**src/rtl/spi_port_pkg.sv**
```systemverilog
package spi_port_pkg;

    localparam int DATA_W  = 8;
    localparam int ADDR_W  = 2;
    localparam int HALF_W  = 4;
    localparam int SYNC_N  = 2;

    localparam logic [ADDR_W-1:0] A_CTRL = 2'd0;
    localparam logic [ADDR_W-1:0] A_STAT = 2'd1;
    localparam logic [ADDR_W-1:0] A_DATA = 2'd2;

    typedef struct packed {
        logic       ie;
        logic       en;
        logic       spare;
        logic       mstr;
        logic       cpol;
        logic       cpha;
        logic [1:0] rate;
    } ctrl_t;

    typedef struct packed {
        logic done;
        logic wcol;
        logic modf;
    } flags_t;

    // Terminal count of the half-period counter: half period minus one.
    function automatic logic [HALF_W-1:0] half_limit(input logic [1:0] rate);
        case (rate)
            2'd0:    half_limit = HALF_W'(0);
            2'd1:    half_limit = HALF_W'(1);
            2'd2:    half_limit = HALF_W'(7);
            default: half_limit = HALF_W'(15);
        endcase
    endfunction

    function automatic logic [DATA_W-1:0] stat_word(input flags_t f);
        stat_word = {f.done, f.wcol, 1'b0, f.modf, 4'b0000};
    endfunction

endpackage

```
**src/rtl/spi_sync.sv**
```systemverilog
module spi_sync #(
    parameter int         W      = 1,
    parameter int         STAGES = 2,
    parameter logic [W-1:0] RST_V = '0
) (
    input  logic         clk,
    input  logic         rst,
    input  logic [W-1:0] d,
    output logic [W-1:0] q
);
    logic [W-1:0] st [STAGES];

    generate
        for (genvar i = 0; i < STAGES; i++) begin : g_stage
            always_ff @(posedge clk) begin
                if (rst)
                    st[i] <= RST_V;
                else if (i == 0)
                    st[i] <= d;
                else
                    st[i] <= st[(i > 0) ? i - 1 : 0];
            end
        end
    endgenerate

    assign q = st[STAGES-1];
endmodule

```
**src/rtl/spi_rate_gen.sv**
```systemverilog
module spi_rate_gen #(
    parameter int CW = 4
) (
    input  logic          clk,
    input  logic          rst,
    input  logic          run,
    input  logic [CW-1:0] lim,
    output logic          tick
);
    logic [CW-1:0] cnt;

    assign tick = run && (cnt == lim);

    always_ff @(posedge clk) begin
        if (rst || !run)
            cnt <= '0;
        else if (tick)
            cnt <= '0;
        else
            cnt <= cnt + 1'b1;
    end
endmodule

```
**src/rtl/spi_shift_engine.sv**
```systemverilog
module spi_shift_engine #(
    parameter int DW = 8
) (
    input  logic          clk,
    input  logic          rst,
    input  logic          start,
    input  logic          abort,
    input  logic          step,
    input  logic          cpha,
    input  logic          bit_in,
    input  logic [DW-1:0] load,
    output logic          busy,
    output logic          done,
    output logic          lvl,
    output logic          bit_out,
    output logic [DW-1:0] rx_word
);
    localparam int EDGES = 2 * DW;
    localparam int EW    = $clog2(EDGES);

    logic [EW-1:0] ecnt;
    logic [DW-1:0] tx_sr, rx_sr, rx_nxt;
    logic          samp, last;

    always_comb begin
        // Even edge count = leading edge; sampling edge is leading when CPHA=0.
        samp   = ~ecnt[0] ^ cpha;
        last   = (ecnt == EW'(EDGES - 1));
        rx_nxt = samp ? {rx_sr[DW-2:0], bit_in} : rx_sr;
    end

    always_ff @(posedge clk) begin
        if (rst) begin
            busy    <= 1'b0;
            done    <= 1'b0;
            lvl     <= 1'b0;
            bit_out <= 1'b0;
            ecnt    <= '0;
            tx_sr   <= '0;
            rx_sr   <= '0;
            rx_word <= '0;
        end else begin
            done <= 1'b0;
            if (abort) begin
                busy <= 1'b0;
                lvl  <= 1'b0;
                ecnt <= '0;
            end else if (start && !busy) begin
                busy <= 1'b1;
                lvl  <= 1'b0;
                ecnt <= '0;
                if (!cpha) begin
                    bit_out <= load[DW-1];
                    tx_sr   <= {load[DW-2:0], 1'b0};
                end else begin
                    tx_sr   <= load;
                end
            end else if (busy && step) begin
                lvl   <= ~lvl;
                ecnt  <= ecnt + 1'b1;
                rx_sr <= rx_nxt;
                if (!samp) begin
                    bit_out <= tx_sr[DW-1];
                    tx_sr   <= {tx_sr[DW-2:0], 1'b0};
                end
                if (last) begin
                    busy    <= 1'b0;
                    done    <= 1'b1;
                    rx_word <= rx_nxt;
                    ecnt    <= '0;
                end
            end
        end
    end
endmodule

```
**src/rtl/spi_port.sv**
```systemverilog
module spi_port
    import spi_port_pkg::*;
(
    input  logic        clk,
    input  logic        rst,
    input  logic        sel,
    input  logic [1:0]  addr,
    input  logic        wr_en,
    input  logic        rd_en,
    input  logic [7:0]  wdata,
    output logic [7:0]  rdata,
    output logic        irq,
    input  logic        ss_n,
    input  logic        sck_i,
    output logic        sck_o,
    output logic        sck_oe,
    input  logic        mosi_i,
    output logic        mosi_o,
    output logic        mosi_oe,
    input  logic        miso_i,
    output logic        miso_o,
    output logic        miso_oe
);
    ctrl_t             ctl_q;
    flags_t            flg_q;
    logic              arm_data_q, arm_ctl_q;
    logic [DATA_W-1:0] tx_buf_q, rx_buf_q;

    logic ss_s, sck_s, mosi_s, sck_d, ss_d;
    logic wr_ctrl, rd_stat, acc_data, wr_data;
    logic is_master, is_slave, fault;
    logic m_start, s_start, eng_start, eng_abort, eng_step, eng_bit_in;
    logic busy, done, lvl, bit_out, tick;
    logic [DATA_W-1:0] eng_load, rx_word;

    spi_sync #(.W(3), .STAGES(SYNC_N), .RST_V(3'b100)) i_sync (
        .clk (clk),
        .rst (rst),
        .d   ({ss_n, sck_i, mosi_i}),
        .q   ({ss_s, sck_s, mosi_s})
    );

    always_ff @(posedge clk) begin
        if (rst) begin
            sck_d <= 1'b0;
            ss_d  <= 1'b1;
        end else begin
            sck_d <= sck_s;
            ss_d  <= ss_s;
        end
    end

    always_comb begin
        wr_ctrl   = sel && wr_en && (addr == A_CTRL);
        rd_stat   = sel && rd_en && (addr == A_STAT);
        acc_data  = sel && (rd_en || wr_en) && (addr == A_DATA);
        wr_data   = sel && wr_en && (addr == A_DATA);
        is_master = ctl_q.en && ctl_q.mstr;
        is_slave  = ctl_q.en && !ctl_q.mstr;
        fault     = is_master && !ss_s;
        m_start   = wr_data && is_master && !busy;
        s_start   = is_slave && ss_d && !ss_s;
        eng_start = m_start || s_start;
        eng_load  = m_start ? wdata : tx_buf_q;
        eng_abort = fault || (is_slave && ss_s && busy) || (!ctl_q.en && busy);
        eng_step  = is_master ? tick : (is_slave && !ss_s && (sck_s ^ sck_d));
        eng_bit_in = is_master ? miso_i : mosi_s;
    end

    spi_rate_gen #(.CW(HALF_W)) i_rate (
        .clk  (clk),
        .rst  (rst),
        .run  (busy && is_master),
        .lim  (half_limit(ctl_q.rate)),
        .tick (tick)
    );

    spi_shift_engine #(.DW(DATA_W)) i_eng (
        .clk     (clk),
        .rst     (rst),
        .start   (eng_start),
        .abort   (eng_abort),
        .step    (eng_step),
        .cpha    (ctl_q.cpha),
        .bit_in  (eng_bit_in),
        .load    (eng_load),
        .busy    (busy),
        .done    (done),
        .lvl     (lvl),
        .bit_out (bit_out),
        .rx_word (rx_word)
    );

    always_ff @(posedge clk) begin
        if (rst) begin
            ctl_q      <= '0;
            flg_q      <= '0;
            arm_data_q <= 1'b0;
            arm_ctl_q  <= 1'b0;
            tx_buf_q   <= '0;
            rx_buf_q   <= '0;
        end else begin
            if (wr_ctrl)
                ctl_q <= ctrl_t'(wdata);
            if (wr_ctrl && arm_ctl_q) begin
                flg_q.modf <= 1'b0;
                arm_ctl_q  <= 1'b0;
            end
            if (acc_data && arm_data_q) begin
                flg_q.done <= 1'b0;
                flg_q.wcol <= 1'b0;
                arm_data_q <= 1'b0;
            end
            if (rd_stat) begin
                arm_data_q <= 1'b1;
                arm_ctl_q  <= 1'b1;
            end
            if (fault) begin
                ctl_q.en   <= 1'b0;
                ctl_q.mstr <= 1'b0;
                flg_q.modf <= 1'b1;
            end
            if (done) begin
                flg_q.done <= 1'b1;
                rx_buf_q   <= rx_word;
            end
            if (wr_data && busy)
                flg_q.wcol <= 1'b1;
            if (wr_data && !busy)
                tx_buf_q <= wdata;
        end
    end

    always_comb begin
        rdata = '0;
        if (sel && rd_en) begin
            case (addr)
                A_CTRL:  rdata = ctl_q;
                A_STAT:  rdata = stat_word(flg_q);
                A_DATA:  rdata = rx_buf_q;
                default: rdata = '0;
            endcase
        end
    end

    assign irq     = ctl_q.ie && (flg_q.done || flg_q.modf);
    assign sck_o   = ctl_q.cpol ^ lvl;
    assign sck_oe  = is_master;
    assign mosi_o  = bit_out;
    assign mosi_oe = is_master;
    assign miso_o  = bit_out;
    assign miso_oe = is_slave && !ss_s;
endmodule

```
**config.mk**
```make
export PLATFORM = sky130hd
export DESIGN_NAME = spi_port
export DESIGN_NICKNAME = d
export VERILOG_FILES = /design/src/rtl/spi_port_pkg.sv /design/src/rtl/spi_sync.sv /design/src/rtl/spi_rate_gen.sv /design/src/rtl/spi_shift_engine.sv /design/src/rtl/spi_port.sv
export SDC_FILE = /design/constraint.sdc
export NUM_CORES = 1
export LEC_CHECK = 0
export ABC_AREA = 1
export BUFFER_PORTS_ARGS = -buffer_cell sky130_fd_sc_hd__buf_2
export CAP_MARGIN = 20
export CORE_ASPECT_RATIO = 1.25
export CORE_MARGIN = 1.5
export CORE_UTILIZATION = 63
export CTS_BUF_LIST = sky130_fd_sc_hd__clkbuf_4 sky130_fd_sc_hd__clkbuf_8 sky130_fd_sc_hd__clkbuf_16
export DETAILED_ROUTE_END_ITERATION = 10
export GPL_ROUTABILITY_DRIVEN = 0
export GPL_TIMING_DRIVEN = 0
export PLACE_DENSITY = 0.82
export SLEW_MARGIN = 20
export SYNTH_ARGS = -nofsm -noshare
export SYNTH_HDL_FRONTEND = slang
export SYNTH_SLANG_ARGS = --single-unit
```
**constraint.sdc**
```tcl
create_clock -name clk -period 4.6 [get_ports clk]
set_input_delay 0.46 -clock clk [delete_from_list [all_inputs] [get_ports clk]]
set_output_delay 0.46 -clock clk [all_outputs]
set_load 0.005 [all_outputs]
```
# == Word-level counts from Yosys, hierarchy flattened ==
# Memory sizes are Yosys's and may differ from the RTL's.
# Index checks and enable logic that the tools add are counted.
# classes
reduce_logical,58
bitwise_logic,10
n_mul,0
n_mux,33
order_cmp,0
n_shift,0
addsub,2
n_eq_ne,8
div_mod_pow,0
# op_table
cell,n
8-bit two-way mux,7
1-bit logical AND,28
8-bit one-hot mux with 3 select lines,1
1-bit two-way mux,20
2-bit nonzero test,7
4-bit one-hot mux with 3 select lines,1
4-bit by 1-bit adder with 4-bit output (second input constant),2
4-bit AND reduction,2
1-bit logical OR,6
3-bit two-way mux,2
3-bit AND reduction,2
2-bit OR reduction,3
1-bit zero test,5
1-bit NOT,5
2-bit by 1-bit == test with 1-bit output (second input constant),2
2-bit == test (second input constant),2
4-bit == test,1
4-bit == test (second input constant),1
2-bit zero test,2
4-bit two-way mux,1
2-bit inequality test (second input constant),2
4-bit OR reduction,1
3-bit OR reduction,1
1-bit bitwise XOR,3
other kinds (3),4
# word_totals
mem_bits_rw,6
n_memories,1
latchBits,0
reg_bits,67
rom_bits,0
wordCells,137
output_inout_bits,15
# mem_list
name,words,width,read_ports,rd_clocked_by_memory_dff,wr,line,source
i_sync.st,2,3,2,0,2,spi_sync.sv:11,logic [W-1:0] st [STAGES];

# == Logic depth before layout (Yosys ltp) ==
# Gate-level depths: netlist of the first run.
# depth
word_depth,8
depth_mapped,13
depth_no_buf,12

# == Hierarchy ==
# A second synthesis of the first run with hierarchy kept.
# unflattened
cells_unflattened,559
area_unflattened_um2,3683.5
# by_module_without_submodules
mod,cells_each,area_each_um2,n_inst
spi_shift_engine,282,1726.7,1
spi_port,223,1552.7,1
spi_rate_gen,35,235.2,1
spi_sync,19,168.9,1

# == Least setup slack after synthesis of the first run ==
# Ideal clock, no wire load.
# synth_path
path_type,input to register
start,input port addr[0]
end,register i_eng.tx_sr[1]
n_path_buf,1
arrival_ns,1.573
stages,11
setup_slack_ns,2.914
path_cell_list,inv_1 > nand2_1 > nor2_2 > nand3_2 > nand2_2 > o21ai_1 > inv_1 > nand3_2 > buf_4 > nor2_1 > nor2_1
# synth_via
elab_chain_cells,8
word_cells_on_any_way,12
classes_between,eq/ne: 2; mux: 3; reduce/logical: 7
# synth_rtl
item,line,source
from (decl),spi_port.sv:7,"input logic [1:0] addr,"
2-bit == test *,spi_port.sv:57,wr_data = sel && wr_en && (addr == A_DATA);
1-bit logical AND *,spi_port.sv:57,
1-bit logical AND * (2 in a row),spi_port.sv:61,m_start = wr_data && is_master && !busy;
1-bit logical OR,spi_port.sv:63,eng_start = m_start || s_start;
1-bit logical AND,spi_shift_engine.sv:48,end else if (start && !busy) begin
2-bit inequality test (no source line) or 2-bit nonzero test (tied branches),n/a,
3-bit AND reduction (no source line),n/a,
to (signal assigned),spi_shift_engine.sv:54,"tx_sr <= {load[DW-2:0], 1'b0};"
to (signal assigned),spi_shift_engine.sv:56,tx_sr <= load;
to (signal assigned),spi_shift_engine.sv:64,"tx_sr <= {tx_sr[DW-2:0], 1'b0};"
to (decl),spi_shift_engine.sv:22,"logic [DW-1:0] tx_sr, rx_sr, rx_nxt;"
# Mark *: on every way between the ends. The rest lies on a longest branch, timed or not.
# A chain may end at the register's enable or synchronous reset.

# == Worst setup path in the final report of the first run ==
# layout_path
start,register ctl_q[4] in the netlist's numbering
end,register i_eng.tx_sr[2]
# layout_via
elab_chain_cells,8
word_cells_on_any_way,27
classes_between,eq/ne: 1; mux: 4; bitwise: 1; reduce/logical: 21
# layout_rtl
item,line,source
from (decl),spi_port.sv:24,ctrl_t ctl_q;
from (signal assigned),spi_port.sv:104,ctl_q <= ctrl_t'(wdata);
1-bit zero test,spi_port.sv:59,is_slave = ctl_q.en && !ctl_q.mstr;
1-bit logical AND,spi_port.sv:59,
"1-bit logical AND, on equally long branches (2 in a row)","spi_port.sv:62, spi_port.sv:65, spi_port.sv:66",
"1-bit logical OR, or another cell as far along",spi_port.sv:63,
"1-bit logical AND, or another cell as far along",spi_shift_engine.sv:48,
"2-bit inequality test (no source line), or another cell as far along",n/a,
3-bit AND reduction (no source line),n/a,
# Parallel ways exist; a longest one is shown, timed or not.

==> results.md, run 1 <==
* Result of the run: finished, final reports clean
* Worst hold slack at ~0.3 ns
* Final TNS setup at 0 ns
* CP Data Arrival Time at roughly 2.4 ns
* Io pins at 34
* Ys flop type: dfxtp_1
* Global-route wire length before repair at 13.15 mm
* DR WL/cell at 13.13 um
* Register area at around 0.0015 mm^2
* Worst Tran Pin Value at 0.5408 ns
* Setup violators final at 0
* Setup CP Type: flop to flop
* Grt total ovfl at 0
* Synth Net Count at between 500 and 600
* Flop2flop setup slack at 2.51 ns
* CTS buffer count at 9
* Lkg Pwr at about 1.8 nW
* Vias in the first global route at about 3,000
* Clock transition at path regs at around 0.080 ns
* Hold crit path type: input pin to flop
* DRC errors left at 0
* Initial DRT Pass Iterations at 5
* Placement Cell Area at 0.003638 mm^2
* RSZ-0062 raised after global routing: no
* CP Launch Point: ctl_q[4]$_SDFFE_PP0P_
* Antenna Violating Nets Remaining at 0
* Initial antenna violation count at 0
* Crit path to: i_eng.tx_sr[2]$_SDFFE_PP0P_
* Htree depth at 3
* R2R Path End: i_eng.tx_sr[2]$_SDFFE_PP0P_
* Largest net degree at the start of global routing at 13
* Register area share after synthesis at 0.4297
* Worst-case clock buffer depth at 2
* VDD IR-drop max at around 0.23 mV
* Via Count at 3,294
* Core ar. at 0.005152 mm^2
* CTS tree: done
* Setup Skew at between 0.01 and 0.015 ns
* Pwr dens at roughly 320 mW/mm^2
* Worst skew pair latency at around 0.35 ns
* Setup Fix Bufs, Post-CTS at 0
* DIE AREA at slightly below 0.006 mm^2
* Top cells by area, synth: dfxtp_1 43%, nand2_1 16%, inv_1 7.1%
* Final min period at between 2 and 2.5 ns
* Die Wd at a little under 70 um
* Async SR Flop Fraction at 0
* Count of pins over their slew limit at 0
* Most frequent cell after synthesis: nand2_1
* Die height at between 80 and 90 um
* Nets at around 570
* Commonest cells in the netlist: 148 x nand2_1, 73 x dfxtp_1, 64 x inv_1
* Setup crit start kind: flop
* Yosys cell types at 33
* Multi-input gate area at 0.001600 mm^2
* Yosys reg bits at between 70 and 80
* Slew margin rel. at 0.6395
* Initial core utilization at 0.6600
* Share of Yosys cell area claimed by the top area cell type at 0.4297
* Crit share post-route at 0.4540
* Max Cap Viol at 0
* Largest area contributor in the netlist: dfxtp_1
* Proportion of layout cells with a drive suffix above 1 at 0.1264
* CTS sink cnt at 73
* Synth Instances at between 500 and 600
* Layout Area Growth over Synthesis at 13.39%
* IO Port Bufs at 32
* Cts repair resizes at 0
* Crit end category: flop
* Reg2reg start: ctl_q[4]$_SDFFE_PP0P_
* Finished Cell Area at 0.003856 mm^2
* Mean Syn Cell Area at 6.708 um^2
* EDFF count, synth at 0
* Initial DRC Count at around 260
* Post-Route WL at approximately 8.1 mm
* # diodes at 0
* Root Buffer: clkbuf_8
* Number of fill cells at between 400 and 500
* Num rows at 29
* Synth warn at 0
* Worst Path Max Fanout at 10
* R2R depth at 9
* Netlist Area Pre-Place at approximately 0.0034 mm^2
* Final hold violations at 0
* Gr usage total at 0.3003
* HPWL after detailed placement at between 5 and 6 mm
* Drt via density at between 5 and 6
* Hold_buf cts at 0
* Peak Freq at approximately 0.48 GHz
* CP Data Required Time at between 4 and 5 ns
## cells by family after synthesis
group           synth area share
buf+inv                  0.09970
xor+xnor                 0.01030
compound gates            0.1369
simple gates              0.3160
flops                     0.4297
fa+ha+maj               0.007357
## layout make-up
cell class | count | share of cell area
buffer | 16 | 0.02077
clock buffer | 10 | 0.03569
clock inverter | 5 | 0.02077
inverter | 69 | 0.06716
multi-input combinational | 349 | 0.4150
sequential | 73 | 0.3790
tap | 62 | 0.02012
timing repair buffer | 32 | 0.04153
## worst min-delay path by stage
stage                                       to  slack, ns                       start  cells after the start
floorplan           i_sync.st[1][0]$_SDFF_PP0_       0.39  i_sync.st[0][0]$_SDFF_PP0_                      2
global placement    i_sync.st[1][1]$_SDFF_PP0_       0.39  i_sync.st[0][1]$_SDFF_PP0_                      2
detailed placement  i_sync.st[1][1]$_SDFF_PP0_       0.40  i_sync.st[0][1]$_SDFF_PP0_                      2
CTS                 i_sync.st[0][2]$_SDFF_PP1_       0.30                        ss_n                      2
global route        i_sync.st[0][2]$_SDFF_PP1_       0.31                        ss_n                      2
finish              i_sync.st[0][2]$_SDFF_PP1_       0.30                        ss_n                      2
## worst max-delay path, stage by stage (launching register included)
cell      delay (ns)
dfxtp_1         0.38
nand2_1         0.17
inv_2           0.18
nand3_2         0.23
clkbuf_1        0.29
o21ai_0         0.43
nand2_1         0.10
nand3_1         0.09
nor2_1          0.05
nor2_1          0.09
## flip-flops by register name, summed over array words and instances, names as in the netlist, 3 cells and up
signal and flops:
i_eng.ecnt 4, i_sync.st 6, i_eng.rx_word 8, tx_buf_q 8, rx_buf_q 8, ctl_q 8, i_rate.cnt 4, i_eng.tx_sr 8
i_eng.rx_sr 8, flg_q 3
## routing by layer
| layer | wire (um) | share of wire | up-vias | global-route usage |
|---|---|---|---|---|
| met1 | 3367 | 0.42 | 1489 | 0.3649 |
| met4 | 213 | 0.026 | 0 | 0.1176 |
| met2 | 4044 | 0.50 | 107 | 0.5061 |
| li1 | - | - | 1676 | - |
| met3 | 462 | 0.057 | 22 | 0.06499 |
| met5 | 0 | 0 | - | 0 |
## placed cells by master, fill, tap and decap left out
cell        synthesis  layout
nand4_1             3       3
clkinv_2            0       1
buf_6               1       1
o211ai_1            2       2
clkinvlp_4          0       2
inv_2               4       4
xnor2_1             1       1
dfxtp_1            73      73
inv_1              64      64
buf_2               1      33
a21oi_1            38      38
nor3_1              1       1
nand2_2             4       4
nor3b_1             1       1
or2_2               2       2
o21ai_1             2       2
ha_1                2       2
buf_4               3       3
clkbuf_8            0      10
clkinv_1            1       1
a32o_1              2       2
nor2_8              1       1
nor2_2              4       4
bufinv_16           0       2
a211oi_1            2       2
nand3_1            31      31
clkbuf_1           11      11
nand3_2             2       2
o21ai_0            40      40
or2_0               1       1
o21a_1              1       1
nor2_1             55      55
nand2_1           148     148
a21boi_0            1       1
nor4_1              1       1
nand2_4             1       1
xor2_1              3       3
## metrics by stage
| step | power, mW | worst slack (ns) | utilization | cells |
|---|---|---|---|---|
| floorplan | 0.6924 | 2.914 | - | 507 |
| global route | 1.285 | 2.348 | 0.7484 | 616 |
| detailed placement | 0.7150 | 2.387 | 0.7062 | 601 |
| finish | 1.251 | 2.512 | 0.7484 | 616 |
| CTS | 1.254 | 2.587 | 0.7484 | 616 |
| global placement | 0.7131 | 2.399 | 0.7062 | 601 |
## power breakdown
group	switching, mW	leakage [nW]	internal, mW
combinational	0.0390	1.07	0.0184
sequential	0.00525	0.590	0.639
clock	0.233	0.104	0.316
No activity file was read; power rests on OpenSTA's default activity.
==> run 2: changes to the inputs <==
--- a/config.mk
+++ b/config.mk
@@ -5,17 +5,17 @@
 export SDC_FILE = /design/constraint.sdc
 export NUM_CORES = 1
 export LEC_CHECK = 0
-export ABC_AREA = 1
+export ABC_AREA = 0
 export BUFFER_PORTS_ARGS = -buffer_cell sky130_fd_sc_hd__buf_2
 export CAP_MARGIN = 20
 export CORE_ASPECT_RATIO = 1.25
 export CORE_MARGIN = 1.5
-export CORE_UTILIZATION = 63
+export CORE_UTILIZATION = 53
 export CTS_BUF_LIST = sky130_fd_sc_hd__clkbuf_4 sky130_fd_sc_hd__clkbuf_8 sky130_fd_sc_hd__clkbuf_16
 export DETAILED_ROUTE_END_ITERATION = 10
 export GPL_ROUTABILITY_DRIVEN = 0
 export GPL_TIMING_DRIVEN = 0
-export PLACE_DENSITY = 0.82
+export PLACE_DENSITY = 0.74
 export SLEW_MARGIN = 20
 export SYNTH_ARGS = -nofsm -noshare
 export SYNTH_HDL_FRONTEND = slang
==> constraint.sdc (replaced) <==
create_clock -name clk -period 1.9 [get_ports clk]
set_input_delay 0.19 -clock clk [delete_from_list [all_inputs] [get_ports clk]]
set_output_delay 0.19 -clock clk [all_outputs]
set_load 0.005 [all_outputs]
==> results.md, run 2 <==
* Post-route setup slack at -0.1533 ns
* CP Data Arrival Time at 2.28 ns
* Die Wd at 74.32 um
* Yosys reg bits at 73
* Max Cap Viol at 0
* Hold crit path type: input pin to flop
* Vias in the first global route at 2,617
* Final min period at ~2.1 ns
* Global-route wire length before repair at approximately 13 mm
* Peak Freq at roughly 0.49 GHz
* M2 GR Usage at 0.4033
* Htree depth at 3
* Result of the run: complete, but fails checks
* Synth Net Count at between 300 and 400
* Async SR Flop Fraction at 0
* Yosys cell types at 50
* Io pins at 34
* Met1 Usage GRT at 0.3122
* Drt via density at ~5.6
* Met3 Use GR at 0.06813
* Crit end category: flop
* Worst Path Max Fanout at 7
* IO Port Bufs at 32
* Lkg Pwr at roughly 1.7 nW
* Slew margin rel. at 0.5556
* Netlist Area Pre-Place at roughly 0.0034 mm^2
* Failing checks: setup timing
* Proportion of layout cells with a drive suffix above 1 at 0.3240
* DRC errors left at 0
* Worst-case clock buffer depth at 2
* Gr usage total at 0.2447
* Top cells by area, synth: dfxtp_1 43%, mux2i_1 15%, nor2_1 8.1%
* CTS sink cnt at 73
* Largest area contributor in the netlist: dfxtp_1
* Initial antenna violation count at 0
* Largest net degree at the start of global routing at 16
* Clock transition at path regs at about 0.09 ns
* Root Buffer: clkbuf_8
* DR WL/cell at about 16 um
* Commonest cells in the netlist: 73 x dfxtp_1, 73 x nor2_1, 50 x mux2i_1
* Antenna Violating Nets Remaining at 0
* Final hold violations at 0
* Mean Syn Cell Area at about 9.4 um^2
* Pwr dens at 674.6 mW/mm^2
* Initial DRC Count at ~230
* Ys flop type: dfxtp_1
* RSZ-0062 raised after global routing: yes
* HP Start: ss_n
* Share of Yosys cell area claimed by the top area cell type at 0.4337
* Synth warn at 0
* Setup CP Type: flop to flop
* Worst skew pair latency at 0.35 ns
* # diodes at 0
* Synth Instances at 360
* Core ar. at 0.006166 mm^2
* Setup Skew at between 0.009 and 0.01 ns
* Die height at just over 90 um
* Commonest non-fill, non-tap cell in the layout: dfxtp_1
* Worst Tran Pin Value at approximately 0.66 ns
* Initial DRT Pass Iterations at 5
* Layout Area Growth over Synthesis at 26.33%
* Total power at 2.871 mW
* Hold_buf cts at 0
* Worst slack at placement at -0.5190 ns
* DIE AREA at 0.006848 mm^2
* HPWL after detailed placement at 5.421 mm
* Reg2reg start: ctl_q[1]$_SDFFE_PP0P_
* Count of pins over their slew limit at 0
* Commonest non-fill, non-tap cells in the layout: 65 x dfxtp_1, 63 x nor2_1, 50 x mux2i_1
* Post-Route WL at between 8 and 9 mm
* Grt total ovfl at 0
* Setup violators final at 28
* GRT Max-Usage Layer: met2
* Initial core utilization at 0.5465
* Via Count at between 2,000 and 3,000
* Setup crit start kind: flop
* CP Data Required Time at about 2.1 ns
* CTS tree: done
* Nets at roughly 450
* Util after Layout at 0.6903
* Worst hold slack at approximately 0.020 ns
* Final TNS setup at -2.256 ns
* Register area share after synthesis at 0.4337
* VDD IR-drop max at between 0.5 and 0.6 mV
* EDFF count, synth at 0
* CTS buffer count at 9
* Crit share post-route at 1.081
* CP Launch Point: ctl_q[1]$_SDFFE_PP0P_
* Num rows at 32
==> run 2: cell count changes after synthesis, sizes merged, moves of 3 or more <==
cell,delta
o21ai,-36
nor4,+3
mux2i,+50
a21oi,-22
nand3,-24
nor2b,+8
xor2,+3
nand2,-127
inv,-63
buf,+7
a211oi,+12
nor2,+13
mux4,+7
==> run 2: power by group <==
group | switching [mW] | internal (mW) | total (mW)
Sequential | 0.0164 | 1.54 | 1.56
Clock | 0.654 | 0.499 | 1.15
Combinational | 0.0948 | 0.0655 | 0.160
==> run 2: metrics by stage <==
stage               instance area (um^2)  instances
floorplan                           3416        360
global placement                    3682        477
detailed placement                  3682        477
CTS                                 4083        502
global route                        4257        514
finish                              4257        514
==> run 2: cell families after synthesis <==
group	after synthesis	share of synthesized area
AO/OA/AOI/OAI	49	0.1036
XOR/XNOR	9	0.02340
adder cells (fa/ha/maj)	2	0.007425
buffers and inverters	28	0.04010
flip-flops	73	0.4337
multiplexers	58	0.1987
AND/OR/NAND/NOR	141	0.1931
==> run 2: final timing paths <==
check,to,slack [ns],cells past startpoint
hold reg to reg,i_sync.st[1][2]$_SDFF_PP1_,0.41,1
setup reg to reg,i_eng.rx_sr[3]$_SDFFE_PP0P_,-0.15,6
hold / removal,i_sync.st[0][2]$_SDFF_PP1_,0.02,2
setup / recovery,i_eng.rx_sr[3]$_SDFFE_PP0P_,-0.15,6
==> run 2: what timing repair did <==
action,4_1_cts,5_1_grt
pin swaps,17,14
resized for setup,38,24
setup endpoints to repair,32,31
gates cloned,1,0
setup buffers,10,13
==> run 2: area by class of cell <==
class                           count  area [um^2]
Buffer                             21        126.4
Clock buffer                        9        123.9
Clock inverter                      7        61.31
Fill cell                         506         1909
Inverter                            5        18.77
Multi-Input combinational cell    259         1963
Sequential cell                    73         1481
Tap cell                           85        106.4
Timing Repair Buffer               55        375.4
==> run 2: layer usage <==
| layer | share of wire | wire, um |
|---|---|---|
| met1 | 0.42 | 3461 |
| met2 | 0.51 | 4222 |
| met3 | 0.054 | 443 |
| met4 | 0.0099 | 81 |
| met5 | 0 | 0 |
==> run 2: critical path, stage by stage (launching register included) <==
cell and delay, ns:
dfxtp_4 0.42, nor2_4 0.06, xnor2_2 0.16, o41a_1 0.51, or4_4 0.54, mux2i_1 0.18
nor2_1 0.05
==> run 3: changes to the inputs <==
--- a/config.mk
+++ b/config.mk
@@ -16,6 +16,7 @@
 export GPL_ROUTABILITY_DRIVEN = 0
 export GPL_TIMING_DRIVEN = 0
 export PLACE_DENSITY = 0.74
+export SKIP_LAST_GASP = 1
 export SLEW_MARGIN = 20
 export SYNTH_ARGS = -nofsm -noshare
 export SYNTH_HDL_FRONTEND = slang
==> results.md, run 3 (synthesis results as in run 2) <==
* Result of the run: complete, but fails checks
* Failing checks: setup timing
* Largest net degree at the start of global routing at 16
* Via Count at around 2,900
* Final min period at roughly 2.1 ns
* Slew margin rel. at 0.5552
* HPWL after detailed placement at about 5.4 mm
* Final hold violations at 0
* DRC errors left at 0
* Placed insts at 477
* Final TNS setup at -2.303 ns
* Setup crit start kind: flop
* Crit share post-route at 1.079
* Nets at between 400 and 500
* IO Port Bufs at 32
* M2 GR Usage at 0.4033
* Die Wd at 74.32 um
* Commonest non-fill, non-tap cells in the layout: 65 x dfxtp_1, 63 x nor2_1, 50 x mux2i_1
* Num rows at 32
* VDD IR-drop max at approximately 0.55 mV
* Pwr dens at between 600 and 700 mW/mm^2
* Die height at between 90 and 100 um
* Core ar. at 0.006166 mm^2
* Delay of the slowest critical-path stage at 0.54 ns
* DIE AREA at a little under 0.007 mm^2
* Post-Layout Cell Count at approximately 510
* Gr usage total at 0.2447
* Finished Cell Area at roughly 0.0043 mm^2
* Initial DRC Count at 231
* Initial core utilization at 0.5465
* Initial antenna violation count at 0
* GRT Max-Usage Layer: met2
* Lkg Pwr at around 1.7 nW
* Commonest non-fill, non-tap cell in the layout: dfxtp_1
* Util after Layout at 0.6903
* CP Data Arrival Time at approximately 2.3 ns
* # diodes at 0
* DR WL/cell at 16.02 um
* Met1 Usage GRT at 0.3122
* Post-Route WL at 8.234 mm
* Peak Freq at between 0.4 and 0.5 GHz
* Grt total ovfl at 0
* Hold_buf cts at 0
* Worst Tran Pin Value at approximately 0.66 ns
* Max Cap Viol at 0
* Io pins at 34
* CTS buffer count at 9
* Worst skew pair latency at ~0.35 ns
* Root Buffer: clkbuf_8
* Worst-case clock buffer depth at 2
* Setup CP Type: flop to flop
* Met3 Use GR at 0.06813
* Cell Chain, Critical Path: nor4_4 > a41oi_2 > o41a_1 > or4_4 > mux2i_1 > nor2_1
* RSZ-0062 raised after global routing: yes
* Vias in the first global route at 2,617
* Count of pins over their slew limit at 0
* Drt via density at between 5 and 6
* Setup Skew at approximately 0.011 ns
* Setup violators final at 28
* Post-route setup slack at -0.1503 ns
* Layout Area Growth over Synthesis at 26.33%
* Crit end category: flop
* Worst Path Max Fanout at 7
* Placement Cell Area at ~0.0037 mm^2
* Antenna Violating Nets Remaining at 0
* Global-route wire length before repair at approximately 13 mm
* Htree depth at 3
* Initial DRT Pass Iterations at 5
* Proportion of layout cells with a drive suffix above 1 at 0.3240
* CTS sink cnt at 73
* Worst hold slack at ~0.02 ns
* CP max-delay cell: or4_4
* CTS tree: done
* Clock transition at path regs at 0.09 ns
* Hold crit path type: input pin to flop
* CP Data Required Time at between 2 and 2.5 ns
run 3: cell counts in the layout (fill, tap and decap cells not counted):
Identical to the previous run, type by type.
run 3: area by class of cell:
class | instances | area (um^2)
Multi-Input combinational cell | 259 | 1963
Fill cell | 506 | 1909
Sequential cell | 73 | 1481
Timing Repair Buffer | 55 | 375.4
Buffer | 21 | 126.4
Clock buffer | 9 | 123.9
Tap cell | 85 | 106.4
Clock inverter | 7 | 61.31
Inverter | 5 | 18.77
run 3: repair_timing:
action,in CTS,in global routing
endpoints found under the setup margin,32,31
gates cloned,1,0
gates resized for setup,38,24
pin swaps,17,14
setup buffers,10,13
run 3: per-layer routing:
layer,share of wire,vias up
met5,0,-
met4,0.0080,0
met3,0.053,9
met2,0.52,90
met1,0.42,1364
li1,-,1400
run 3: where the power goes:
group	switching [mW]	total, mW	internal (mW)
registers	0.0164	1.56	1.54
clock network	0.660	1.16	0.499
logic	0.0955	0.161	0.0655
run 3: final timing paths:
check                                                 from                     endpoint  slack [ns]  depth (start not counted)
worst max register to register    i_rate.cnt[1]$_SDFF_PP0_  i_eng.rx_sr[3]$_SDFFE_PP0P_       -0.15                          6
worst min register to register  i_sync.st[0][2]$_SDFF_PP1_   i_sync.st[1][2]$_SDFF_PP1_        0.41                          1
worst max-delay path              i_rate.cnt[1]$_SDFF_PP0_  i_eng.rx_sr[3]$_SDFFE_PP0P_       -0.15                          6
worst min-delay path                                  ss_n   i_sync.st[0][2]$_SDFF_PP1_        0.02                          2
run 3: per-stage QoR:
stage	total power [mW]	worst slack, ns
floorplan	1.683	-0.02433
global placement	1.741	-0.4480
detailed placement	1.744	-0.5190
CTS	2.884	-0.2357
global route	2.988	-0.2615
finish	2.878	-0.1503
run 3: worst max-delay path, delay by kind of cell, from the launching register on:
| kind | cells | cell delay, ns |
|---|---|---|
| muxes | 1 | 0.18 |
| AOI/OAI and AO/OA | 2 | 0.51 |
| and+or+nand+nor | 3 | 0.87 |
| DFF | 1 | 0.36 |
